--- src/rtl/dmrc_pkg.sv ---
package dmrc_pkg;

    typedef enum logic [1:0] {
        ST_IDLE = 2'd0,
        ST_REQ  = 2'd1,
        ST_XFER = 2'd2
    } run_state_e;

    typedef struct packed {
        logic full_addr;
        logic burst;
    } chan_cfg_t;

    // Channel may run: master gating applies only in full-address mode.
    function automatic logic run_permit(input logic ch, input logic ms, input logic full);
        return ch & (ms | ~full);
    endfunction

    // Interrupt withdraws the master bit only for full-address burst channels.
    function automatic logic nmi_applies(input chan_cfg_t c);
        return c.full_addr & c.burst;
    endfunction

endpackage

--- src/rtl/dmrc_enable.sv ---
module dmrc_enable
    import dmrc_pkg::*;
(
    input  logic      clk,
    input  logic      rst,
    input  chan_cfg_t cfg,
    input  logic      wr_chan,
    input  logic      wr_chan_val,
    input  logic      wr_mst,
    input  logic      wr_mst_val,
    input  logic      nmi,
    input  logic      tc_clear,
    output logic      chan_en,
    output logic      mst_en,
    output logic      run_ok_nx
);

    logic chan_nx;
    logic mst_nx;
    logic nmi_hit;

    assign nmi_hit = nmi & nmi_applies(cfg);

    always_comb begin
        // interrupt beats a software write of the master bit
        if (nmi_hit)
            mst_nx = 1'b0;
        else if (wr_mst)
            mst_nx = wr_mst_val;
        else
            mst_nx = mst_en;

        // terminal count beats a software write of the channel bit
        if (tc_clear)
            chan_nx = 1'b0;
        else if (wr_chan)
            chan_nx = wr_chan_val;
        else
            chan_nx = chan_en;
    end

    assign run_ok_nx = run_permit(chan_nx, mst_nx, cfg.full_addr);

    always_ff @(posedge clk) begin
        if (rst) begin
            chan_en <= 1'b0;
            mst_en  <= 1'b0;
        end else begin
            chan_en <= chan_nx;
            mst_en  <= mst_nx;
        end
    end

    AST_NMI_CLEARS: assert property (@(posedge clk) disable iff (rst)
        (nmi && cfg.full_addr && cfg.burst) |=> !mst_en);
    AST_NMI_IGNORED: assert property (@(posedge clk) disable iff (rst)
        (nmi && !(cfg.full_addr && cfg.burst) && !wr_mst) |=> (mst_en == $past(mst_en)));
    AST_NMI_WINS: assert property (@(posedge clk) disable iff (rst)
        (nmi && cfg.full_addr && cfg.burst && wr_mst && wr_mst_val) |=> !mst_en);

endmodule

--- src/rtl/dmrc_count.sv ---
module dmrc_count #(
    parameter int CNT_W = 16
) (
    input  logic             clk,
    input  logic             rst,
    input  logic             idle,
    input  logic             wr_cnt,
    input  logic [CNT_W-1:0] wr_cnt_val,
    input  logic             unit_done,
    output logic [CNT_W-1:0] count,
    output logic             cnt_nx_nz,
    output logic             last_unit
);

    localparam logic [CNT_W-1:0] ONE = CNT_W'(1);

    logic [CNT_W-1:0] count_nx;

    always_comb begin
        count_nx = count;
        if (idle && wr_cnt)
            count_nx = wr_cnt_val;
        else if (unit_done)
            count_nx = count - ONE;
    end

    assign cnt_nx_nz = (count_nx != '0);
    assign last_unit = (count == ONE);

    always_ff @(posedge clk) begin
        if (rst)
            count <= '0;
        else
            count <= count_nx;
    end

    AST_CNT_STEP: assert property (@(posedge clk) disable iff (rst)
        unit_done |=> (count == $past(count) - ONE));
    AST_CNT_HOLD: assert property (@(posedge clk) disable iff (rst)
        (!unit_done && !(idle && wr_cnt)) |=> $stable(count));

endmodule

--- src/rtl/dmrc_seq.sv ---
module dmrc_seq
    import dmrc_pkg::*;
(
    input  logic clk,
    input  logic rst,
    input  logic burst,
    input  logic run_ok_nx,
    input  logic cnt_nx_nz,
    input  logic last_unit,
    input  logic bus_gnt,
    input  logic xfer_done,
    output logic bus_req,
    output logic xfer_go,
    output logic idle,
    output logic unit_done,
    output logic tc,
    output logic xfer_end
);

    run_state_e state;
    run_state_e state_nx;

    assign bus_req   = (state != ST_IDLE);
    assign xfer_go   = (state == ST_XFER);
    assign idle      = (state == ST_IDLE);
    assign unit_done = xfer_go & xfer_done;
    assign tc        = unit_done & last_unit;

    always_comb begin
        state_nx = state;
        unique case (state)
            ST_IDLE: if (run_ok_nx && cnt_nx_nz) state_nx = ST_REQ;
            ST_REQ: begin
                if (!run_ok_nx)
                    state_nx = ST_IDLE;
                else if (bus_gnt)
                    state_nx = ST_XFER;
            end
            ST_XFER: begin
                if (xfer_done) begin
                    if (tc)
                        state_nx = ST_IDLE;
                    else if (burst && run_ok_nx)
                        state_nx = ST_XFER;
                    else
                        state_nx = ST_IDLE;
                end
            end
            default: state_nx = ST_IDLE;
        endcase
    end

    always_ff @(posedge clk) begin
        if (rst) begin
            state    <= ST_IDLE;
            xfer_end <= 1'b0;
        end else begin
            state    <= state_nx;
            xfer_end <= tc;
        end
    end

    AST_GO_HOLDS: assert property (@(posedge clk) disable iff (rst)
        (xfer_go && !xfer_done) |=> xfer_go);
    AST_GO_NEEDS_GRANT: assert property (@(posedge clk) disable iff (rst)
        $rose(xfer_go) |-> $past(bus_gnt && bus_req));
    AST_GO_UNDER_REQ: assert property (@(posedge clk) disable iff (rst)
        xfer_go |-> bus_req);
    AST_STOP_AFTER_UNIT: assert property (@(posedge clk) disable iff (rst)
        (xfer_go && xfer_done && !run_ok_nx) |=> !bus_req);
    AST_END_PULSE: assert property (@(posedge clk) disable iff (rst)
        xfer_end |=> !xfer_end);
    AST_END_RELEASES: assert property (@(posedge clk) disable iff (rst)
        xfer_end |-> !bus_req);

endmodule

--- src/rtl/dma_run_ctrl.sv ---
module dma_run_ctrl
    import dmrc_pkg::*;
#(
    parameter int CNT_W = 16
) (
    input  logic             clk,
    input  logic             rst,
    input  logic             cfg_full_addr,
    input  logic             cfg_burst,
    input  logic             wr_chan_en,
    input  logic             wr_chan_en_val,
    input  logic             wr_mst_en,
    input  logic             wr_mst_en_val,
    input  logic             wr_count,
    input  logic [CNT_W-1:0] wr_count_val,
    input  logic             nmi_req,
    input  logic             bus_gnt,
    input  logic             xfer_done,
    output logic             bus_req,
    output logic             xfer_go,
    output logic             chan_en,
    output logic             mst_en,
    output logic [CNT_W-1:0] count,
    output logic             xfer_end
);

    chan_cfg_t cfg;
    logic      run_ok_nx;
    logic      cnt_nx_nz;
    logic      last_unit;
    logic      idle;
    logic      unit_done;
    logic      tc;

    assign cfg.full_addr = cfg_full_addr;
    assign cfg.burst     = cfg_burst;

    dmrc_enable u_enable (
        .clk        (clk),
        .rst        (rst),
        .cfg        (cfg),
        .wr_chan    (wr_chan_en),
        .wr_chan_val(wr_chan_en_val),
        .wr_mst     (wr_mst_en),
        .wr_mst_val (wr_mst_en_val),
        .nmi        (nmi_req),
        .tc_clear   (tc),
        .chan_en    (chan_en),
        .mst_en     (mst_en),
        .run_ok_nx  (run_ok_nx)
    );

    dmrc_count #(.CNT_W(CNT_W)) u_count (
        .clk       (clk),
        .rst       (rst),
        .idle      (idle),
        .wr_cnt    (wr_count),
        .wr_cnt_val(wr_count_val),
        .unit_done (unit_done),
        .count     (count),
        .cnt_nx_nz (cnt_nx_nz),
        .last_unit (last_unit)
    );

    dmrc_seq u_seq (
        .clk      (clk),
        .rst      (rst),
        .burst    (cfg.burst),
        .run_ok_nx(run_ok_nx),
        .cnt_nx_nz(cnt_nx_nz),
        .last_unit(last_unit),
        .bus_gnt  (bus_gnt),
        .xfer_done(xfer_done),
        .bus_req  (bus_req),
        .xfer_go  (xfer_go),
        .idle     (idle),
        .unit_done(unit_done),
        .tc       (tc),
        .xfer_end (xfer_end)
    );

    AST_GATED_RUN: assert property (@(posedge clk) disable iff (rst)
        $rose(bus_req) |-> (chan_en && (mst_en || !cfg_full_addr)));
    AST_END_CLEARS_CHAN: assert property (@(posedge clk) disable iff (rst)
        xfer_end |-> !chan_en);

endmodule

--- config.mk ---
export PLATFORM = sky130hd
export DESIGN_NAME = dma_run_ctrl
export DESIGN_NICKNAME = d
export VERILOG_FILES = /design/src/rtl/dmrc_pkg.sv /design/src/rtl/dmrc_enable.sv /design/src/rtl/dmrc_count.sv /design/src/rtl/dmrc_seq.sv /design/src/rtl/dma_run_ctrl.sv
export SDC_FILE = /design/constraint.sdc
export NUM_CORES = 1
export LEC_CHECK = 0
export ABC_CLOCK_PERIOD_IN_PS = 1800
export BUFFER_PORTS_ARGS = -buffer_cell sky130_fd_sc_hd__buf_2
export CELL_PAD_IN_SITES_DETAIL_PLACEMENT = 0
export CELL_PAD_IN_SITES_GLOBAL_PLACEMENT = 1
export CORE_MARGIN = 1
export CORE_UTILIZATION = 33
export CTS_BUF_LIST = sky130_fd_sc_hd__clkbuf_8
export CTS_CLUSTER_SIZE = 30
export DETAILED_ROUTE_END_ITERATION = 16
export PLACE_DENSITY = 0.86
export SLEW_MARGIN = 20
export SYNTH_ARGS = -nofsm -noshare
export SYNTH_HDL_FRONTEND = slang
export SYNTH_SLANG_ARGS = --single-unit
--- constraint.sdc ---
create_clock -name clk -period 1.8 [get_ports clk]
set_input_delay 0.18 -clock clk [delete_from_list [all_inputs] [get_ports clk]]
set_output_delay 0.18 -clock clk [all_outputs]
set_load 0.1 [all_outputs]
==> run_results.csv, run 1 <==
group,metric,value,unit
placed_design,port_buffers,48,
layout,fin_cells,290,
placed_design,dpl_cell_area,0.001914,mm^2
setup_path,crit_arrival,2060,ps
floorplan,die_h,66.32,um
synth,async_flop_share,0,%
clock_tree,cts.sinks,21,
detailed_routing,wl_per_cell,13.32,um
detailed_routing,dr_wl_met3,201,um
timing,setup_viol,1,
timing,worstMarginPinSlew,487.8,ps
power_and_ir_drop,peakVddDrop,0.3606,mV
floorplan,rows,23,
detailed_routing,ant_nets,0,
clock_tree,insertion_delay,270,ps
synth,ys_types,49,
layout,n_antenna_cell,0,
detailed_routing,dr.pass1.iters,4,
floorplan,core-area,0.003971,mm^2
floorplan,die_w,66.32,um
detailed_routing,totalWireLength,3.863,mm
clock_tree,cts.clk_slew.worst_paths,80,ps
timing,holdWs,188.3,ps
synth,avgSynthCellArea,8.030,um^2
job,cap_violations,0,
timing,clock_skew,2.447,ps
clock_tree,htree_levels,1,
placed_design,gp_congestion,0.8450,
detailed_routing,drc_errors,0,
synth,synthesis.nets,200,
placed_design,dp.final_hpwl,2.987,mm
timing,worst_slack,-49.24,ps
layout,syn_to_final_growth,45.83,%
clock_tree,root_buffer,"clkbuf_8",
layout,nNetsFinal,271,
setup_path,criticalPathCategory,"register to register",
setup_path,end_kind,"register",
synth,yosys_warnings,0,
grt,grt-ovfl-total,0,
synth,synth_area_leaders,"dfxtp_1 31%, nor2_1 8.5%, xnor2_1 6.4%, a211oi_1 4.9%, mux2i_1 3.7%",
synth,syn_area,0.001365,mm^2
synth,ys.flop_type,"dfxtp_1",
timing,relSlewSlack,67.71,%
setup_path,crit_fanout,5,
floorplan,fp.dieArea,0.004398,mm^2
detailed_routing,drt_first_iter_violations,88,
status,violations,"setup timing",
grt,grt.total_usage,18.77,%
clock_tree,cts_tree,"built",
status,status,"finished, violations left",
detailed_routing,vias,1447,
synth,yosys.cell_count.top_type,"nor2_1",
timing,fin_crit,1849,ps
synth,yosysTopAreaCell,"dfxtp_1",
clock_tree,clock_path_buffers,2,
timing,finalMaxSlewViolations,0,
synth,syn_inst,170,
timing,fin_crit_sh,102.7,%
grt,grt_pass1_wl,6.147,mm
synth,ys_ff_latch,21,
synth,ys_seq_area_share,30.80,%
power_and_ir_drop,leakagePower,0.8741,nW
layout,fin_area,0.001991,mm^2
timing,fmax,540.8,MHz
floorplan,num_io_pins,49,
clock_tree,cts_hold_buf,0,
layout,finish.utilization,50.13,%
power_and_ir_drop,power.total,0.001462,W
timing,hold_viol_final,0,
synth,synth-edff-count,0,
detailed_routing,wl_met1,1.879,mm
synth,synthTopCellsByCount,"31 x nor2_1, 21 x dfxtp_1, 10 x nand2_1, 10 x xnor2_1, 9 x a211oi_1",
grt,grt_max_degree,32,
setup_path,critPathLaunchType,"register",
clock_tree,post_cts_buffers,0,
min_path,min-delay-path-class,"primary input to register",
grt,grt_pass1_vias,1319,
placed_design,dp.cells,286,
detailed_routing,routed_via_density,4.990,
synth,synthDominantCellAreaShare,30.80,%
detailed_routing,dr_wl_met2,1.736,mm
clock_tree,cts_made_buffers,3,
layout,drive_above_1_share,47.50,%
layout,nFillCells,394,
floorplan,initial_utilization,34.37,%
grt,antenna_found_initial,0,
setup_path,cp.required,2010,ps
detailed_routing,top_layer_used,"met4",
power_and_ir_drop,power_density,734.6,mW/mm^2
timing,rsz0062_at_grt,"yes",
[power breakdown]
part / switching, W / internal, W / total [W]
registers: 0.0000364 / 0.000494 / 0.000531
logic: 0.000413 / 0.000191 / 0.000604
clock network: 0.000172 / 0.000155 / 0.000327
[critical path: stages, from the launching register on]
cell and delay, ps:
dfxtp_4 380, nor3_4 210, nand3b_1 160, or4_4 520
xor2_2 170, a31oi_1 160, nor2_1 60, a31oi_1 110
[through the flow]
stage	setup TNS, ps	setup WS, ps
floorplan	-284.5	-152.1
global placement	-86.27	-86.27
detailed placement	-122.6	-71.42
CTS	-59.36	-54.74
global route	-336.0	-122.7
finish	-49.24	-49.24
[cell usage in the layout (no fill, tap or decap), types with 3 or more instances in the layout]
| cell | instances |
|---|---|
| xnor2_1 | 10 |
| a31oi_1 | 4 |
| nor2b_1 | 4 |
| nor3_1 | 5 |
| a21oi_1 | 3 |
| nand3b_1 | 3 |
| buf_4 | 27 |
| nor4_1 | 3 |
| dfxtp_4 | 13 |
| dfxtp_1 | 7 |
| inv_1 | 4 |
| mux2i_1 | 5 |
| nor2_1 | 29 |
| buf_2 | 48 |
| clkbuf_8 | 3 |
| nand2b_1 | 3 |
| a211oi_1 | 9 |
| nand2_1 | 10 |
[what timing repair did]
item | in CTS | in global routing
pin swaps | 2 | 3
resized for setup | 2 | 6
setup endpoints to repair | 4 | 9
[final timing paths]
| path | start | end | slack, ps | cells past startpoint |
|---|---|---|---|---|
| hold reg to reg | u_count.count[0] | u_count.count[0] | 580 | 2 |
| setup reg to reg | u_count.count[5] | u_seq.state[0] | -50 | 7 |
| hold / removal | wr_count_val[7] | u_count.count[7] | 190 | 3 |
| setup / recovery | u_count.count[5] | u_seq.state[0] | -50 | 7 |
[metal layers]
layer | global-route usage (%) | vias to the layer above
met4 | 6.915 | 0
li1 | - | 755
met1 | 25.44 | 641
met5 | 0 | -
met2 | 29.46 | 46
met3 | 3.276 | 5
[cell type report]
cell class | instances | area, um^2 | area share (%)
inverters | 6 | 26.28 | 1.320
repair buffers | 76 | 462.9 | 23.26
clock inverters | 1 | 5.005 | 0.2514
flip-flops and latches | 21 | 470.5 | 23.63
clock buffers | 3 | 41.29 | 2.074
multi-input cells | 133 | 922.1 | 46.32
well taps | 50 | 62.56 | 3.143
[registers in the layout, summed over array words and instances (netlist names)]
signal / flops
u_count.count: 16
u_enable.chan_en: 1
u_enable.mst_en: 1
u_seq.state: 2
u_seq.xfer_end: 1
[kinds of logic after synthesis]
kind of cell	share of synthesized area, %
and+or+nand+nor	32.63
AOI/OAI and AO/OA	16.50
DFF	30.80
buffers and inverters	5.408
xor gates and xnor gates	8.341
muxes	4.491
adders and majority gates	1.833
Note: power is estimated with default switching activity, not from simulation.
==> run 2, diff against run 1 <==
CELL_PAD_IN_SITES_DETAIL_PLACEMENT = default   (was 0)
CELL_PAD_IN_SITES_GLOBAL_PLACEMENT = default   (was 1)
CORE_UTILIZATION = 46   (was 33)
GPL_TIMING_DRIVEN = 0   (was default)
==> run_results.csv, run 2 (same netlist as run 1, synthesis figures left out) <==
group,metric,value,unit
status,status,"finished, violations left",
status,violations,"setup timing",
setup_path,critPathLaunchType,"register",
setup_path,crit_family,"simple AND/OR/NAND/NOR gates",
power_and_ir_drop,power_density,735.6,mW/mm^2
setup_path,crit_top_cell,"a31oi_1",
power_and_ir_drop,power.total,0.001465,W
setup_path,criticalPathCategory,"register to register",
layout,nFillCells,209,
setup_path,end_kind,"register",
floorplan,core-area,0.002781,mm^2
floorplan,die_w,56.48,um
grt,grt.total_usage,25.37,%
setup_path,max_stage_delay,530,ps
clock_tree,insertion_delay,270,ps
timing,fmax,521.3,MHz
detailed_routing,drc_errors,0,
job,cap_violations,0,
timing,worstMarginPinSlew,543.3,ps
floorplan,die_h,56.48,um
clock_tree,cts.clk_slew.worst_paths,80,ps
placed_design,port_buffers,48,
layout,top_regs,"u_count.count: 16 flops, u_seq.state: 2 flops",
grt,grt_pass1_vias,1327,
timing,holdWs,105.5,ps
placed_design,pre_cts_slack,-547.4,ps
layout,nNetsFinal,267,
detailed_routing,wl_met1,1.803,mm
timing,finalMaxSlewViolations,0,
detailed_routing,routed_via_density,5.790,
layout,drive_above_1_share,48.73,%
power_and_ir_drop,leakagePower,0.8631,nW
layout,final_cell_mix,"49 x buf_2, 27 x nor2_1, 15 x buf_4, 14 x dfxtp_4",
timing,hold_viol_final,0,
floorplan,initial_utilization,49.08,%
placed_design,dpl_cell_area,0.001725,mm^2
setup_path,crit_fanout,6,
clock_tree,clock_path_buffers,2,
setup_path,path_cells,"or3_4 -> or4_4 -> xor2_2 -> a31oi_1 -> nor2_1 -> a31oi_1",
setup_path,cp.required,1990,ps
clock_tree,htree_levels,1,
floorplan,fp.dieArea,0.003189,mm^2
power_and_ir_drop,peakVddDrop,0.6161,mV
detailed_routing,dr.pass1.iters,4,
floorplan,rows,19,
timing,setup_viol,2,
layout,largest_register,"u_count.count",
timing,fin_crit_sh,106.6,%
timing,relSlewSlack,63.78,%
grt,antenna_found_initial,0,
placed_design,gp_congestion,0.8570,
detailed_routing,wl_per_cell,15.82,um
detailed_routing,top_layer_used,"met4",
layout,final_common_cell,"buf_2",
grt,grt-ovfl-total,0,
grt,grt_pass1_wl,6.223,mm
min_path,min-delay-path-class,"primary input to register",
detailed_routing,drt_first_iter_violations,88,
clock_tree,cts_tree,"built",
layout,fin_area,0.001992,mm^2
layout,multi_input_area,983.4,um^2
placed_design,dp.final_hpwl,2.750,mm
clock_tree,root_buffer,"clkbuf_8",
layout,n_antenna_cell,0,
layout,regArea,474.2,um^2
grt,grt_max_degree,13,
detailed_routing,dr_wl_met2,2.037,mm
timing,worst_slack,-118.2,ps
setup_path,crit_arrival,2110,ps
detailed_routing,vias,1546,
layout,syn_to_final_growth,45.92,%
clock_tree,cts_made_buffers,3,
setup_path,crit_slowest_cell,"or4_4",
floorplan,num_io_pins,49,
timing,fin_crit,1918,ps
timing,clock_skew,4.221,ps
detailed_routing,ant_nets,0,
clock_tree,cts.sinks,21,
layout,largest_reg_flops,16,
detailed_routing,totalWireLength,4.223,mm
timing,rsz0062_at_grt,"yes",
detailed_routing,dr_wl_met3,315,um
setup_path,critPathBufInv,0,
[run 2: worst register-to-register path: cells and delay by family, from the launching register on]
kind / cells / cell delay (ps)
compound gates: 2 / 300
xor+xnor: 1 / 170
flops: 1 / 370
simple gates: 3 / 990
[run 2: area by class of cell]
cell class / instances / share of cell area [%]
Timing Repair Buffer: 64 / 18.47
Sequential cell: 21 / 23.81
Clock buffer: 3 / 2.073
Buffer: 8 / 2.764
Clock inverter: 1 / 0.2513
Tap cell: 31 / 1.947
Multi-Input combinational cell: 133 / 49.37
Inverter: 6 / 1.319
[run 2: metal layers]
layer	up-vias	track usage, %
li1	742	-
met1	722	34.43
met3	10	5.300
met2	72	39.33
met4	0	9.756
met5	-	0
[run 2: power by group]
group | total, W | switching, W | internal [W] | leakage, nW
sequential | 0.000548 | 0.0000533 | 0.000494 | 0.183
clock | 0.000325 | 0.000171 | 0.000155 | 0.0255
combinational | 0.000592 | 0.000414 | 0.000178 | 0.655
[run 2: per-stage QoR]
| step | TNS, ps | utilization [%] | cells |
|---|---|---|---|
| floorplan | -284.5 | - | 170 |
| global placement | -3946 | 62.03 | 249 |
| detailed placement | -4540 | 62.03 | 249 |
| CTS | -173.8 | 67.57 | 261 |
| global route | -627.9 | 71.61 | 267 |
| finish | -222.4 | 71.61 | 267 |
[run 2: timing repair]
item | in CTS | in global routing
resized for setup | 16 | 20
pin swaps | 8 | 12
hold buffers | 0 | 0
setup buffers | 10 | 6
setup endpoints to repair | 13 | 13
[run 2: final timing paths]
| check | endpoint | cells past startpoint | slack [ps] | startpoint |
|---|---|---|---|---|
| worst min register to register | u_count.count[12] | 2 | 590 | u_count.count[12] |
| worst max-delay path | u_seq.state[0] | 6 | -120 | u_count.count[11] |
| worst max register to register | u_seq.state[0] | 6 | -120 | u_count.count[11] |
| worst min-delay path | u_enable.chan_en | 2 | 110 | rst |
==> run 3, diff against run 2 <==
SETUP_SLACK_MARGIN = 0.5   (was default)
==> run_results.csv, run 3 (same netlist as run 1, synthesis figures left out) <==
group,metric,value,unit
status,status,"finished, violations left",
status,violations,"setup timing",
layout,drive_above_1_share,55.74,%
layout,largest_register,"u_count.count",
placed_design,gp_congestion,0.8829,
layout,finish.utilization,78.81,%
setup_path,crit_arrival,2290,ps
setup_path,crit_fanout,7,
layout,n_antenna_cell,0,
setup_path,criticalPathCategory,"register to register",
layout,final_common_cell,"buf_2",
layout,top_regs,"u_count.count: 16 flops, u_seq.state: 2 flops",
floorplan,rows,19,
timing,holdWs,92.72,ps
setup_path,critPathLaunchType,"register",
setup_path,end_kind,"register",
layout,largest_reg_flops,16,
detailed_routing,vias,1597,
timing,fin_crit_sh,117.1,%
setup_path,cp.required,1980,ps
power_and_ir_drop,power_density,700.1,mW/mm^2
clock_tree,insertion_delay,270,ps
layout,nFillCells,169,
timing,worstMarginPinSlew,614.5,ps
clock_tree,cts_made_buffers,3,
timing,rsz0062_at_grt,"yes",
detailed_routing,drc_errors,0,
setup_path,r2r-start,"u_count.count[6]",
grt,grt-ovfl-total,0,
detailed_routing,drt_first_iter_violations,49,
setup_path,crit_slowest_cell,"or4_4",
grt,grt_pass1_wl,6.803,mm
clock_tree,cts.sinks,21,
power_and_ir_drop,peakVddDrop,0.7034,mV
placed_design,port_buffers,48,
clock_tree,clock_path_buffers,2,
detailed_routing,totalWireLength,4.610,mm
floorplan,die_w,56.48,um
timing,relSlewSlack,59.03,%
min_path,hold_start,"rst",
placed_design,dp.final_hpwl,2.754,mm
setup_path,cp-startpoint,"u_count.count[6]",
clock_tree,cts_hold_buf,0,
setup_path,path_cells,"nor3_4 -> nand3b_1 -> or4_4 -> xor2_2 -> a31oi_1 -> nor2_1 -> a31oi_1",
detailed_routing,dr.pass1.iters,4,
clock_tree,cts.clk_slew.worst_paths,80,ps
timing,finalMaxSlewViolations,0,
grt,grt_pass1_vias,1479,
detailed_routing,ant_nets,0,
detailed_routing,wl_per_cell,17.33,um
power_and_ir_drop,power.total,0.001535,W
setup_path,crit_family,"simple AND/OR/NAND/NOR gates",
job,cap_violations,0,
power_and_ir_drop,leakagePower,0.9090,nW
layout,final_cell_mix,"39 x buf_2, 24 x nor2_1, 13 x dfxtp_4, 11 x buf_4, 9 x buf_6",
timing,fin_crit,2108,ps
clock_tree,htree_levels,1,
timing,setup_viol,3,
grt,antenna_found_initial,0,
timing,worst_slack,-308.3,ps
clock_tree,root_buffer,"clkbuf_8",
grt,grt.total_usage,27.62,%
floorplan,initial_utilization,49.08,%
floorplan,fp.dieArea,0.003189,mm^2
setup_path,critPathBufInv,0,
layout,fin_area,0.002192,mm^2
layout,nNetsFinal,266,
min_path,min-delay-path-class,"primary input to register",
placed_design,dpl_cell_area,0.001810,mm^2
setup_path,max_stage_delay,550,ps
grt,grt_max_degree,13,
floorplan,core-area,0.002781,mm^2
timing,fmax,474.3,MHz
layout,syn_to_final_growth,60.59,%
setup_path,crit_top_cell,"a31oi_1",
floorplan,die_h,56.48,um
clock_tree,cts_tree,"built",
floorplan,num_io_pins,49,
timing,clock_skew,4.114,ps
timing,hold_viol_final,0,
detailed_routing,routed_via_density,6.004,
-- run 3: cell count changes in the layout (fill, tap and decap cells not counted), sizes merged --
| cell | delta |
|---|---|
| buf | -7 |
| clkbuf | +6 |
-- run 3: path summary, 6_finish.rpt --
| path | to | slack (ps) | cells after the start |
|---|---|---|---|
| setup / recovery | u_seq.state[0] | -310 | 7 |
| hold / removal | u_enable.chan_en | 90 | 2 |
| setup reg to reg | u_seq.state[0] | -310 | 7 |
| hold reg to reg | u_count.count[1] | 580 | 2 |
-- run 3: what timing repair did --
| item | CTS | global route |
|---|---|---|
| pin swaps | 12 | 17 |
| gates resized for setup | 24 | 29 |
| setup endpoints to repair | 21 | 26 |
| setup buffers | 8 | 5 |
-- run 3: layout make-up --
type                    instances  area [um^2]  share of cell area [%]
multi-input cells             133         1096                   50.00
flip-flops and latches         21        471.7                   21.52
repair buffers                 61        400.4                   18.26
plain buffers                  10        110.1                   5.023
clock buffers                   3        41.29                   1.884
well taps                      31        38.79                   1.769
inverters                       6        28.78                   1.313
clock inverters                 1        5.005                  0.2283
-- run 3: routing by layer --
metal	part of all wire (%)	up-vias	GRT usage [%]
met5	0	-	0
met4	2.9	0	9.756
met3	9.0	19	6.452
met2	52	97	49.75
met1	36	735	31.47
li1	-	746	-
-- run 3: per-stage QoR --
| stage | setup WS, ps | instances | setup TNS [ps] |
|---|---|---|---|
| after detailed placement | -218.1 | 249 | -505.7 |
| after CTS | -173.3 | 261 | -331.9 |
| after global placement | -224.4 | 249 | -407.1 |
| after floorplan | -152.1 | 170 | -286.1 |
| final | -308.3 | 266 | -577.9 |
| after global routing | -421.8 | 266 | -982.1 |
-- run 3: report_power, final --
part	internal [W]	leakage, nW	switching [W]
Combinational	0.000213	0.701	0.000440
Sequential	0.000495	0.182	0.0000581
Clock	0.000155	0.0255	0.000173
